===== config.mk =====
export PLATFORM = sky130hd
export DESIGN_NAME = boot_reset_seq
export DESIGN_NICKNAME = d
export VERILOG_FILES = /design/src/rtl/brs_pkg.sv /design/src/rtl/brs_pin_sync.sv /design/src/rtl/brs_pin_qual.sv /design/src/rtl/brs_por_timer.sv /design/src/rtl/boot_reset_seq.sv
export SDC_FILE = /design/constraint.sdc
export NUM_CORES = 1
export LEC_CHECK = 0
export BUFFER_PORTS_ARGS = -buffer_cell sky130_fd_sc_hd__buf_2
export CORE_ASPECT_RATIO = 0.8
export CORE_MARGIN = 4
export CORE_UTILIZATION = 25
export DETAILED_ROUTE_END_ITERATION = 8
export PLACE_DENSITY = 0.4
export SLEW_MARGIN = 20
export SYNTH_ARGS = -nofsm -noshare
export SYNTH_HDL_FRONTEND = slang
export SYNTH_SLANG_ARGS = --single-unit
export TNS_END_PERCENT = 50

===== constraint.sdc =====
create_clock -name clk -period 1.7 [get_ports clk]
set_clock_uncertainty 0.15 [all_clocks]
set_input_delay 0.085 -clock clk [delete_from_list [all_inputs] [get_ports clk]]
set_output_delay 0.085 -clock clk [all_outputs]
set_load 0.01 [all_outputs]

===== src/rtl/brs_pkg.sv =====
package brs_pkg;
   typedef enum logic {
      SRC_WARM = 1'b0,
      SRC_COLD = 1'b1
   } rst_src_e;

   localparam int unsigned DEF_TIMER_W    = 12;
   localparam int unsigned DEF_QUAL       = 10;
   localparam int unsigned DEF_SYNC       = 2;
endpackage


===== src/rtl/brs_pin_sync.sv =====
module brs_pin_sync #(
   parameter int unsigned STAGES = 2
) (
   input  logic clk,
   input  logic arst_n,
   input  logic pin_n,
   output logic pin_sync_n
);
   generate
      if (STAGES == 1) begin : g_single
         logic q;
         always_ff @(posedge clk or negedge arst_n) begin
            if (!arst_n) q <= 1'b1;
            else         q <= pin_n;
         end
         assign pin_sync_n = q;
      end else begin : g_chain
         logic [STAGES-1:0] q;
         always_ff @(posedge clk or negedge arst_n) begin
            if (!arst_n) q <= '1;
            else         q <= {q[STAGES-2:0], pin_n};
         end
         assign pin_sync_n = q[STAGES-1];
      end
   endgenerate
endmodule


===== src/rtl/brs_pin_qual.sv =====
module brs_pin_qual #(
   parameter int unsigned QUAL = 10
) (
   input  logic clk,
   input  logic arst_n,
   input  logic pin_sync_n,
   output logic held,
   output logic accept,
   output logic strobe
);
   localparam int unsigned W = (QUAL < 2) ? 1 : $clog2(QUAL + 1);
   localparam logic [W-1:0] LAST = W'(QUAL - 1);

   logic [W-1:0] run_len;

   assign accept = !pin_sync_n && !held && (run_len == LAST);

   always_ff @(posedge clk or negedge arst_n) begin
      if (!arst_n) begin
         run_len <= '0;
         held    <= 1'b0;
         strobe  <= 1'b0;
      end else begin
         strobe <= accept;
         if (pin_sync_n) begin
            run_len <= '0;
            held    <= 1'b0;
         end else if (accept) begin
            held <= 1'b1;
         end else if (!held) begin
            run_len <= run_len + 1'b1;
         end
      end
   end
endmodule


===== src/rtl/brs_por_timer.sv =====
module brs_por_timer #(
   parameter int unsigned TIMER_W = 12,
   parameter int unsigned PRESET  = 4095
) (
   input  logic clk,
   input  logic arst_n,
   input  logic enable,
   output logic por_req
);
   localparam logic [TIMER_W-1:0] LOAD = TIMER_W'(PRESET);

   logic [TIMER_W-1:0] remain;
   logic               busy;

   always_ff @(posedge clk or negedge arst_n) begin
      if (!arst_n) begin
         remain <= LOAD;
         busy   <= 1'b1;
      end else if (busy) begin
         if (!enable || remain == '0) busy <= 1'b0;
         else                         remain <= remain - 1'b1;
      end
   end

   assign por_req = busy && enable;
endmodule


===== src/rtl/boot_reset_seq.sv =====
module boot_reset_seq
   import brs_pkg::*;
#(
   parameter int unsigned TIMER_W     = DEF_TIMER_W,
   parameter int unsigned POR_PRESET  = (1 << DEF_TIMER_W) - 1,
   parameter int unsigned QUAL_CYCLES = DEF_QUAL,
   parameter int unsigned SYNC_STAGES = DEF_SYNC
) (
   input  logic clk,
   input  logic supply_ok,
   input  logic por_enable,
   input  logic ext_rst_n,
   output logic core_rst,
   output logic cold_reset,
   output logic halt_wake
);
   generate
      if (POR_PRESET >= (1 << TIMER_W)) begin : g_bad_preset
         $error("POR_PRESET does not fit in TIMER_W bits");
      end
      if (QUAL_CYCLES < 1) begin : g_bad_qual
         $error("QUAL_CYCLES must be at least 1");
      end
      if (SYNC_STAGES < 1) begin : g_bad_sync
         $error("SYNC_STAGES must be at least 1");
      end
   endgenerate

   logic     pin_sync_n;
   logic     pin_held;
   logic     pin_accept;
   logic     por_req;
   rst_src_e src_q;

   brs_pin_sync #(.STAGES(SYNC_STAGES)) i_sync (
      .clk        (clk),
      .arst_n     (supply_ok),
      .pin_n      (ext_rst_n),
      .pin_sync_n (pin_sync_n)
   );

   brs_pin_qual #(.QUAL(QUAL_CYCLES)) i_qual (
      .clk        (clk),
      .arst_n     (supply_ok),
      .pin_sync_n (pin_sync_n),
      .held       (pin_held),
      .accept     (pin_accept),
      .strobe     (halt_wake)
   );

   brs_por_timer #(.TIMER_W(TIMER_W), .PRESET(POR_PRESET)) i_por (
      .clk     (clk),
      .arst_n  (supply_ok),
      .enable  (por_enable),
      .por_req (por_req)
   );

   always_ff @(posedge clk or negedge supply_ok) begin
      if (!supply_ok)      src_q <= SRC_COLD;
      else if (por_req)    src_q <= SRC_COLD;
      else if (pin_accept) src_q <= SRC_WARM;
   end

   assign core_rst   = por_req || pin_held;
   assign cold_reset = (src_q == SRC_COLD);
endmodule


[Word-level counts from Yosys, hierarchy flattened]
Index checks and enable logic that the tools add are counted.
Word-level totals
  output and inout bits: 3
  register bits: 22
  input port bits: 4
Cells by class
  reductions and logical operators: 13
  bitwise operators: 1
  add/sub/neg operators: 2
  muxes and demuxes: 9
  equal/unequal tests: 3
Operators by type and width (number)
  12-bit zero test: 1
  4-bit two-way mux: 3
  12-bit by 1-bit subtractor with 12-bit output (second input constant): 1
  1-bit two-way mux: 6
  4-bit by 1-bit adder with 4-bit output (second input constant): 1
  4-bit equality test (second input constant): 1
  2-bit != test (second input constant): 2
  2-bit AND reduction: 2
  2-bit nonzero test: 2
  1-bit logical AND: 3
  1-bit zero test: 3
  1-bit logical OR: 2
  1-bit NOT: 1

[Longest topological paths before layout]
  word-level depth: 5
  mapped depth: 6
  mapped depth without buffers: 6

[Cells and area by module]
From an unflattened synthesis, not the netlist that was laid out.
Unflattened totals
  cell total of the unflattened synthesis: 89
  area total of the unflattened synthesis: 1057.3 sq um
By module, submodules not included
  brs_por_timer: area each 650.6 sq um, cells each 56, sequential area each 341.6 sq um, times used 1
  brs_pin_qual: area each 309.0 sq um, cells each 27, sequential area each 150.1 sq um, times used 1
  brs_pin_sync: area each 52.6 sq um, cells each 2, sequential area each 52.6 sq um, times used 1
  boot_reset_seq: area each 45.0 sq um, cells each 4, sequential area each 26.3 sq um, times used 1

[Least setup slack after synthesis]
OpenSTA, ideal clock, no wires.
  kind: register to register
  start point: reg i_por.remain[0]
  end point: reg i_por.remain[8]
  data arrival time: 1.541 ns
  setup time: 0.075 ns
  path buffers: 0
  cell stages (with the launch flop): 7
  slack: -0.066 ns
  clock period less this slack: 1.766 ns
  cells stage by stage: dfstp_2 -> inv_1 -> ha_1 -> nand4b_1 -> a311o_1 -> or3_1 -> xnor2_1
On the way
  longest elaborated chain between the ends: 4
  elaborated cells on any way between the ends: 5
  classes of those cells: add/sub (1); bitwise (1); reduce/logical (3)
RTL lines
  start: declaration: line brs_por_timer.sv:12  | logic [TIMER_W-1:0] remain;
  start signal: assignment: line brs_por_timer.sv:21  | else remain <= remain - 1'b1;
  parallel branches: the longest is 4 deep, another holds 12-bit by 1-bit subtractor with 12-bit output
Several ways; the timed one is not identified.
A chain may end at the register's enable or synchronous reset.

[Worst setup path in the final report]
  start point: reg i_por.remain[4]
  end point: reg i_por.remain[8]
The elaborated chain is that of the path after synthesis.

==> flow_summary.toml <==
[run_status]
status = "finished with violations"
violations = "setup timing"

[floorplanning]
chipHeight_um = 64.63
start_util_pct = 26.18
fp-row-count = 20
dieArea_sq_um = 5092
fp.dieW_um = 78.79
fp.coreArea_sq_um = 3829
io_pins = 7

[global_route]
grt_pass1_vias = 762
grt_remaining_overflow = 0
grtUsageTotal_pct = 9.401
grt_pass1_wl_um = 3574
grt_max_degree = 23
antenna_found_initial = 0

[cts]
insertion_delay_ns = 0.27
clkTransAtPathRegs_ns = 0.08
cts_tree = "built"
clock-sinks = 22
root_buffer = "clkbuf_8"
clk_path_buf_depth = 2
h-tree-depth = 1
cts_made_buffers = 3

[logic_synthesis]
synth_edf_count = 0
yosysTopAreaCellShare_pct = 41.95
yosys-top-cells-area = "dfstp_2 (42%), dfrtp_1 (15%), xnor2_1 (5.2%), ha_1 (5.0%), nor2_1 (3.0%)"
yosysWarnings = 0
synthSimpleGateAreaFrac_pct = 19.35
synth_top_family_by_area = "simple AND/OR/NAND/NOR gates"
synthMuxAreaShare_pct = 2.122
synthTopCellsByCount = "dfstp_2 (16), nor2_1 (8)"
synth_fp_nets = 96
synth_compound_area_share_pct = 6.492
yosysSeqAreaShare_pct = 56.93
synth_fa_ha_area_share_pct = 4.994
synth.distinct_cells = 27
syn_area_sq_um = 1002
synth_area_leader_cell = "dfstp_2"
synth_ff_type = "dfstp_2"
synth_seq_cells = 22
syn_inst = 88
syn_avg_cell_area_sq_um = 11.39
synth-xor-area-share_pct = 7.865
async_reset_ff_share_pct = 100.0
synthMostInstantiatedCell = "dfstp_2"

[sta]
rsz0062_at_grt = "yes"
finalSetupTns_ns = -0.3274
worst_slew_pin_slew_ns = 0.4985
setup_viol = 4
hold_violations = 0
fin_crit_sh_pct = 111.1
min_period_ns = 1.889
slew-limit-headroom_pct = 66.77
fin_hold_ws_ns = 0.1657
slew_violations = 0
fmax_ghz = 0.5295
layout_setup_ws_ns = -0.1886

[power]
p_switching_mw = 0.2060
power.internal_mw = 0.7630
p_leak_nw = 0.6469
ir_drop_uv = 391.2
switching_share_pct = 21.26
power_density_nw_per_um2 = 670.5
power.share.clock_pct = 39.2
power_frac_seq_pct = 56.1
combPwrFrac_pct = 4.7

[cells_and_area]
stdcell_count = 176
layout.nets = 130
layout-drive-gt1-share_pct = 53.72
diodes = 0
design_area_sq_um = 1445
n_fill_cell = 395
areaGrowthSynthToFinish_pct = 44.20
final_core_util_pct = 37.75

[worst_setup_path]
critPathMostFrequentCell = "or3_4"
cp_cell_sequence = "or3_4 > a311o_1 > or3_4 > xnor2_2"
cpPeakStageDelay_ns = 0.42
critical_path_class = "reg2reg"
crit_path_top_delay_cell = "or3_4"
crit_family = "simple AND/OR/NAND/NOR gates"
arrival_ns = 1.94
cp-start-kind = "flip-flop"
crit_buf_inv = 0
crit_fanout = 3
rrSetupSlack_ns = -0.19
cp.required_ns = 1.75
worst_setup_path_end_kind = "flip-flop"

[placement]
port_buffers = 6
dpl.hpwl_um = 1438
placed_cell_area_sq_um = 1244
routabilityCongestion = 0.7408
dp_cells = 168

[drt]
ant_nets = 0
drtIter0Drc = 42
routed_wl_um = 2034
drcViolationCount = 0
viasPerCell = 4.244
wire_per_inst_um = 11.56
vias = 747
dr.pass1.iters = 4

[job]
drv_cap = 0

[min_path]
min_path_type = "in2async"
## power groups by stage
stage | registers, mW | clock network, mW | logic, mW
final | 0.544 | 0.380 | 0.0451
after global routing | 0.546 | 0.420 | 0.0530
after CTS | 0.544 | 0.395 | 0.0450
after detailed placement | 0.553 | 0 | 0.0395
after global placement | 0.553 | 0 | 0.0389
after floorplan | 0.553 | 0 | 0.0157
## worst paths after layout
kind | startpoint | endpoint | cells after the start
min in group clk | i_sync.g_chain.q[0] | i_sync.g_chain.q[1] | 0
max | i_por.remain[4] | i_por.remain[8] | 4
max in group asynchronous | supply_ok | i_por.remain[9] | 2
min | supply_ok | i_qual.run_len[0] | 2
max reg2reg | i_por.remain[4] | i_por.remain[8] | 4
min reg2reg | i_sync.g_chain.q[0] | i_sync.g_chain.q[1] | 0
## stage by stage
step / total power [mW] / worst slack (ns)
2_1_floorplan: 0.5683 / -0.06642
3_3_place_gp: 0.5914 / -0.1509
3_5_place_dp: 0.5920 / -0.1811
4_1_cts: 0.9838 / -0.1614
5_1_grt: 1.018 / -0.2374
6_report: 0.9689 / -0.1886
## cells in the final DEF (no fill, tap or decap), types with 3 or more instances in the layout
cell type / instances
xnor2_1: 4
buf_2: 6
xor2_1: 3
buf_4: 19
o21ai_0: 3
inv_1: 4
nor2_1: 7
clkbuf_8: 4
dlygate4sd3_1: 3
dfrtp_1: 6
nand2_1: 5
dfstp_2: 16
## flip-flops by register name (all words and copies together), names as in the netlist
name / flops
i_qual.held: 1
i_por.busy: 1
i_sync.g_chain.q: 2
i_qual.run_len: 4
i_por.remain: 12
i_qual.strobe: 1
cold_reset: 1
## worst reg2reg max path, cell delays in order, from the launching register on
cell and delay, ns:
dfstp_2 0.37, or3_4 0.42, a311o_1 0.37, or3_4 0.35
xnor2_2 0.16
## logic make-up after synthesis
logic type                 after synthesis
muxes                                    2
and+or+nand+nor                         35
xor gates and xnor gates                 9
AOI/OAI and AO/OA                       10
DFF                                     22
adders and majority gates                4
buffers and inverters                    6
## area by class of cell
cell class / count / area (sq um) / share of cell area [%]
clock buffers: 4 / 55.05 / 3.810
inverters: 6 / 22.52 / 1.558
multi-input cells: 60 / 514.2 / 35.58
flip-flops and latches: 22 / 570.5 / 39.48
well taps: 55 / 68.82 / 4.762
repair buffers: 29 / 214.0 / 14.81
## routing by layer
layer / global-route usage [%] / vias to the layer above / wire [um]
met4: 5.240 / 0 / 53
met1: 12.67 / 353 / 993
li1: - / 375 / -
met2: 12.92 / 15 / 862
met3: 3.333 / 4 / 125
met5: 0 / - / 0
## timing repair
action	4_1_cts	5_1_grt
pin swaps	3	7
hold buffers	3	0
setup buffers	0	1
setup endpoints to repair	11	14
endpoints found under the hold margin	24	0
resized for setup	13	11
(Power assumes the default switching activity.)
